<file path="config.mk">
export PLATFORM = sky130hd
export DESIGN_NAME = lwsram_core
export DESIGN_NICKNAME = d
export VERILOG_FILES = /design/src/rtl/lwsram_pkg.sv /design/src/rtl/lwsram_decode.sv /design/src/rtl/lwsram_stage.sv /design/src/rtl/lwsram_merge.sv /design/src/rtl/lwsram_array.sv /design/src/rtl/lwsram_core.sv
export SDC_FILE = /design/constraint.sdc
export NUM_CORES = 2
export LEC_CHECK = 0
export BUFFER_PORTS_ARGS = -buffer_cell sky130_fd_sc_hd__buf_2
export CAP_MARGIN = 20
export CELL_PAD_IN_SITES_DETAIL_PLACEMENT = 0
export CELL_PAD_IN_SITES_GLOBAL_PLACEMENT = 1
export CORE_MARGIN = 1.5
export CORE_UTILIZATION = 50
export CTS_CLUSTER_DIAMETER = 200
export CTS_CLUSTER_SIZE = 28
export DETAILED_ROUTE_END_ITERATION = 7
export PLACE_DENSITY = 0.84
export SYNTH_ARGS = -nofsm -noshare
export SYNTH_HDL_FRONTEND = slang
export SYNTH_SLANG_ARGS = --single-unit
</file>
<file path="constraint.sdc">
create_clock -name clk -period 2.9 [get_ports clk]
set_clock_uncertainty 0.1 [all_clocks]
set_input_delay 0.58 -clock clk [delete_from_list [all_inputs] [get_ports clk]]
set_output_delay 0.58 -clock clk [all_outputs]
set_load 0.03 [all_outputs]
</file>
<file path="src/rtl/lwsram_pkg.sv">
package lwsram_pkg;

  // Kind of access carried by a pipeline stage.
  typedef enum logic [1:0] {
    OP_IDLE  = 2'd0,
    OP_READ  = 2'd1,
    OP_WRITE = 2'd2
  } lw_op_e;

  // Number of enabled edges from command to data sample (protocol fixed).
  localparam int unsigned LW_LATENCY = 2;

endpackage

</file>
<file path="src/rtl/lwsram_decode.sv">
module lwsram_decode
  import lwsram_pkg::*;
#(
  parameter int unsigned LANES = 4
) (
  input  logic             cs0_n,
  input  logic             cs1,
  input  logic             cs2_n,
  input  logic             we_n,
  input  logic [LANES-1:0] bw_n,
  output lw_op_e           op,
  output logic [LANES-1:0] lane_en
);

  logic selected;

  always_comb begin
    selected = !cs0_n && cs1 && !cs2_n;
    if (!selected)  op = OP_IDLE;
    else if (we_n)  op = OP_READ;
    else            op = OP_WRITE;
    lane_en = ~bw_n;
  end

endmodule

</file>
<file path="src/rtl/lwsram_stage.sv">
module lwsram_stage
  import lwsram_pkg::*;
#(
  parameter int unsigned ADDR_W = 6,
  parameter int unsigned LANES  = 4
) (
  input  logic              clk,
  input  logic              rst_n,
  input  logic              adv,
  input  lw_op_e            op_d,
  input  logic [ADDR_W-1:0] addr_d,
  input  logic [LANES-1:0]  lane_d,
  output lw_op_e            op_q,
  output logic [ADDR_W-1:0] addr_q,
  output logic [LANES-1:0]  lane_q
);

  lw_op_e            op_n;
  logic [ADDR_W-1:0] addr_n;
  logic [LANES-1:0]  lane_n;

  always_comb begin
    op_n   = op_q;
    addr_n = addr_q;
    lane_n = lane_q;
    if (adv) begin
      op_n   = op_d;
      addr_n = addr_d;
      lane_n = lane_d;
    end
  end

  always_ff @(posedge clk or negedge rst_n) begin
    if (!rst_n) begin
      op_q   <= OP_IDLE;
      addr_q <= '0;
      lane_q <= '0;
    end else begin
      op_q   <= op_n;
      addr_q <= addr_n;
      lane_q <= lane_n;
    end
  end

endmodule

</file>
<file path="src/rtl/lwsram_merge.sv">
module lwsram_merge #(
  parameter int unsigned LANES = 4
) (
  input  logic [8*LANES-1:0] base_w,
  input  logic [8*LANES-1:0] upd_w,
  input  logic [LANES-1:0]   lane_en,
  output logic [8*LANES-1:0] out_w
);

  for (genvar i = 0; i < LANES; i++) begin : g_lane
    assign out_w[8*i +: 8] = lane_en[i] ? upd_w[8*i +: 8] : base_w[8*i +: 8];
  end

endmodule

</file>
<file path="src/rtl/lwsram_array.sv">
module lwsram_array #(
  parameter int unsigned ADDR_W = 6,
  parameter int unsigned LANES  = 4
) (
  input  logic                clk,
  input  logic                wr_en,
  input  logic [ADDR_W-1:0]   wr_addr,
  input  logic [LANES-1:0]    wr_lane,
  input  logic [8*LANES-1:0]  wr_data,
  input  logic [ADDR_W-1:0]   rd_addr,
  output logic [8*LANES-1:0]  rd_data
);

  localparam int unsigned DEPTH  = 1 << ADDR_W;
  localparam int unsigned DATA_W = 8 * LANES;

  logic [DATA_W-1:0] store [DEPTH];

  always_ff @(posedge clk) begin
    if (wr_en) begin
      for (int i = 0; i < LANES; i++) begin
        if (wr_lane[i]) store[wr_addr][8*i +: 8] <= wr_data[8*i +: 8];
      end
    end
  end

  assign rd_data = store[rd_addr];

endmodule

</file>
<file path="src/rtl/lwsram_core.sv">
module lwsram_core
  import lwsram_pkg::*;
#(
  parameter int unsigned ADDR_W = 6,
  parameter int unsigned LANES  = 4
) (
  input  logic                clk,
  input  logic                rst_n,
  input  logic                cen_n,
  input  logic                cs0_n,
  input  logic                cs1,
  input  logic                cs2_n,
  input  logic                we_n,
  input  logic [LANES-1:0]    bw_n,
  input  logic                oe_n,
  input  logic [ADDR_W-1:0]   addr,
  input  logic [8*LANES-1:0]  dq_in,
  output logic [8*LANES-1:0]  dq_out,
  output logic                dq_oe
);

  localparam int unsigned DATA_W = 8 * LANES;
  localparam int unsigned NSTAGE = LW_LATENCY;

  logic              adv;
  lw_op_e            dec_op;
  logic [LANES-1:0]  dec_lane;

  lw_op_e            op_q   [NSTAGE];
  logic [ADDR_W-1:0] addr_q [NSTAGE];
  logic [LANES-1:0]  lane_q [NSTAGE];

  lw_op_e            s1_op, s2_op;
  logic [ADDR_W-1:0] s1_addr, s2_addr;
  logic [LANES-1:0]  s2_lane;

  logic [DATA_W-1:0] arr_rd, fwd_word, rd_word;
  logic              arr_we, fwd_hit;
  logic [DATA_W-1:0] dout_n, dout_q;

  assign adv = !cen_n;

  lwsram_decode #(.LANES(LANES)) u_decode (
    .cs0_n  (cs0_n),
    .cs1    (cs1),
    .cs2_n  (cs2_n),
    .we_n   (we_n),
    .bw_n   (bw_n),
    .op     (dec_op),
    .lane_en(dec_lane)
  );

  for (genvar k = 0; k < NSTAGE; k++) begin : g_stage
    if (k == 0) begin : g_head
      lwsram_stage #(.ADDR_W(ADDR_W), .LANES(LANES)) u_stage (
        .clk   (clk),
        .rst_n (rst_n),
        .adv   (adv),
        .op_d  (dec_op),
        .addr_d(addr),
        .lane_d(dec_lane),
        .op_q  (op_q[k]),
        .addr_q(addr_q[k]),
        .lane_q(lane_q[k])
      );
    end else begin : g_tail
      lwsram_stage #(.ADDR_W(ADDR_W), .LANES(LANES)) u_stage (
        .clk   (clk),
        .rst_n (rst_n),
        .adv   (adv),
        .op_d  (op_q[k-1]),
        .addr_d(addr_q[k-1]),
        .lane_d(lane_q[k-1]),
        .op_q  (op_q[k]),
        .addr_q(addr_q[k]),
        .lane_q(lane_q[k])
      );
    end
  end

  assign s1_op   = op_q[0];
  assign s1_addr = addr_q[0];
  assign s2_op   = op_q[NSTAGE-1];
  assign s2_addr = addr_q[NSTAGE-1];
  assign s2_lane = lane_q[NSTAGE-1];

  // Write commit: the word on the bus is taken when the write leaves stage 2.
  assign arr_we = adv && (s2_op == OP_WRITE);

  lwsram_array #(.ADDR_W(ADDR_W), .LANES(LANES)) u_array (
    .clk    (clk),
    .wr_en  (arr_we),
    .wr_addr(s2_addr),
    .wr_lane(s2_lane),
    .wr_data(dq_in),
    .rd_addr(s1_addr),
    .rd_data(arr_rd)
  );

  // A read leaving stage 1 sees the write committing on the same edge.
  lwsram_merge #(.LANES(LANES)) u_fwd (
    .base_w (arr_rd),
    .upd_w  (dq_in),
    .lane_en(s2_lane),
    .out_w  (fwd_word)
  );

  always_comb begin
    fwd_hit = (s2_op == OP_WRITE) && (s2_addr == s1_addr);
    rd_word = fwd_hit ? fwd_word : arr_rd;
    dout_n  = dout_q;
    if (adv && (s1_op == OP_READ)) dout_n = rd_word;
  end

  always_ff @(posedge clk or negedge rst_n) begin
    if (!rst_n) dout_q <= '0;
    else        dout_q <= dout_n;
  end

  assign dq_out = dout_q;
  assign dq_oe  = (s2_op == OP_READ) && !oe_n;

endmodule

</file>
==> qor.yml <==
layout_min_cycle_time_ns: 2.92
place_area_um2: 89500
setup_slack_ns: -0.0214
via_per_inst: 6.50
clk_pin_slew_worst_paths_ns: 0.12
clock_latency_ns: 0.76
maxCapViolations: 0
num_vias: 44600
synth_common_cells: "2048 x edfxtp_1, 433 x mux4_2, 304 x nor2_1, 245 x mux2i_1, 164 x nand2_1"
yosysMostFrequentCell: "edfxtp_1"
drtAntennaViolNets: 0
fp.dieW_um: 410
syn_inst: 4057
place_ws_ns: -0.267
rsz0062_at_grt: "true"
grtUsageTotal_pct: 27.3
tightest_slew_ns: 1.02
grt_max_degree: 65
cts-htree-levels: 3
synth_area_per_cell_um2: 20.4
coreArea_um2: 165000
yosys_warnings: 0
first_pass_iters: 5
yosys.area.top_type: "edfxtp_1"
antenna_found_initial: 10
syn-num-nets: 4107
grt-ovfl-total: 0
ys_types: 73
finalPower_mw: 55.3
period_share_pct: 101
clockBufferDepth: 3
seq_area_frac_synth_pct: 75.9
crit_fanout: 17
final_layout_size_suffix_gt1_share_pct: 27.6
synth_edf_count: 2048
rows: 149
grt_pass1_wl_mm: 323
cts_sinks: 2104
cts_tree: "done"
p_per_area_nw_per_um2: 599
setup_violations: 3
fin_nets: 4641
cts_root_buffer: "clkbuf_16"
drc: 0
first_iter_violations: 7496
leakagePower_nw: 29.8
startpoint_type: "flip-flop"
slowest_stage: "dfrtp_4"
crit_type: "flip-flop to flip-flop"
finalHoldViolCount: 0
cp-end-kind: "flip-flop"
fmax_mhz: 342
die_h_um: 410
min_path_type: "primary input to flip-flop"
outcome: "complete, but fails checks"
synth_seq_cells: 2104
violations: "negative setup slack"
area_growth_pct: 11.4
gp_congestion: 0.923
port_buffers: 82
arrival_ns: 3.49
totalWireLength_mm: 230
yosys.area.top_type_share_pct: 74.2
synth.area.top_cells: "edfxtp_1 74%, mux4_2 12%, mux2i_1 3.0%"
crit_path_max_incr_delay_ns: 0.66
initial_utilization_pct: 50.3
routedWlPerCell_um: 33.6
irDropWorstVdd_mv: 0.836
fin_area_um2: 92300
critPathMostFrequentCell: "a21oi_1"
async_reset_ff_share_pct: 2.66
numCtsBuffers: 85
slew_headroom_pct: 32.2
ys.flop_type: "edfxtp_1"
dp_hpwl_mm: 154
synthesis.area_um2: 82900
crit_chain: "buf_4 -> nand2b_1 -> a21oi_1 -> nand3_1 -> a21oi_1 -> nor3_1 -> a211oi_1"
utilization_pct: 56.0
dieArea_um2: 168000
grt_pass1_vias: 43400
required_ns: 3.47
maxSlewViolCount: 0
io_pins: 83
## routing by layer
metal  global-route usage (%)  wire length, um
met2                     40.9           105000
met1                     37.4            83100
met4                     11.4            11400
met5                    0.920              323
met3                     8.20            30200
## through the flow
stage               hold WS (ns)  TNS [ns]  instances
finish                    0.0546   -0.0443       6852
global route              0.0315  -0.00644       6847
CTS                       0.0158         0       6840
detailed placement         0.403    -0.465       6672
global placement           0.372    -0.260       6672
floorplan                  0.184         0       4057
## state kept, by name, indices dropped and copies added (netlist names)
signal / cells
g_stage.g_head.u_stage.lane_q: 4
g_stage.g_tail.u_stage.addr_q: 6
g_stage.g_tail.u_stage.op_q: 2
u_array.store: 2048
g_stage.g_head.u_stage.op_q: 2
g_stage.g_tail.u_stage.lane_q: 4
dq_out: 32
g_stage.g_head.u_stage.addr_q: 6
## what timing repair did
| item | 4_1_cts | 5_1_grt |
|---|---|---|
| setup endpoints to repair | 5 | 15 |
| gates resized for setup | 3 | 24 |
| hold endpoints to repair | 46 | 0 |
| buffers inserted | 6 | 5 |
| pin swaps | 0 | 0 |
| hold buffers | 10 | 0 |
## cells by family (layout without fill, tap and decap cells)
family                 Yosys count  in the layout  share of synthesized area [%]
other                            0              7                              0
XOR/XNOR                         6              6                         0.0634
AO/OA/AOI/OAI                  330            330                           2.69
flip-flops                    2104           2104                           75.9
multiplexers                   738            738                           16.0
AND/OR/NAND/NOR                633            633                           3.31
buffers and inverters          246            845                           2.08
## where the power goes
part           total (mW)  internal (mW)  switching (mW)
combinational        6.63           2.63            4.00
clock                14.7           5.82            8.92
sequential           33.9           33.5           0.393
total                55.3           42.0            13.3
## cell type report
type | count | area [um2]
timing repair buffer | 684 | 5760
tap | 2189 | 2740
fill | 12200 | 72500
sequential | 2104 | 62900
antenna | 7 | 17.5
multi-input combinational | 1707 | 18400
clock buffer | 147 | 2420
clock inverter | 5 | 72.6
inverter | 9 | 33.8
## worst max-delay path, delay by kind of cell (launching register included)
| kind | cells | cell delay, ns |
|---|---|---|
| AOI/OAI and AO/OA | 3 | 0.82 |
| buffers and inverters | 1 | 0.34 |
| DFF | 1 | 0.66 |
| and+or+nand+nor | 3 | 0.89 |
## path summary, 6_finish.rpt
kind	start	endpoint	slack [ns]	depth (start not counted)
max in group asynchronous	rst_n	dq_out[7]$_DFFE_PN0P_	1.48	4
min in group asynchronous	rst_n	dq_out[12]$_DFFE_PN0P_	0.35	2
max	g_stage[0].g_head.u_stage.addr_q[4]$_DFFE_PN0N_	dq_out[1]$_DFFE_PN0P_	-0.02	7
min	addr[0]	g_stage[0].g_head.u_stage.addr_q[0]$_DFFE_PN0N_	0.05	2
min reg2reg	g_stage[0].g_head.u_stage.lane_q[3]$_DFFE_PN0N_	g_stage[0].g_head.u_stage.lane_q[3]$_DFFE_PN0N_	0.42	2
max reg2reg	g_stage[0].g_head.u_stage.addr_q[4]$_DFFE_PN0N_	dq_out[1]$_DFFE_PN0P_	-0.02	7
## layout by cell type, fill, tap and decap left out, types with 16 or more instances in the layout
cell type,Yosys,layout
o21ai_0,40,40
buf_2,63,81
mux2i_1,245,243
nand3_1,48,48
o22ai_1,30,30
nand2_1,164,160
dfrtp_1,56,50
mux4_1,24,21
nor2b_1,21,18
nor3_1,21,20
buf_12,13,55
a22oi_1,81,80
mux2_2,36,36
nor2_1,304,302
a211oi_1,22,20
edfxtp_1,2048,2048
clkbuf_1,72,59
mux4_2,433,436
a21oi_1,70,70
clkbuf_16,0,88
buf_4,40,530
a31oi_1,16,16
Power figures use the tool's default switching activity.
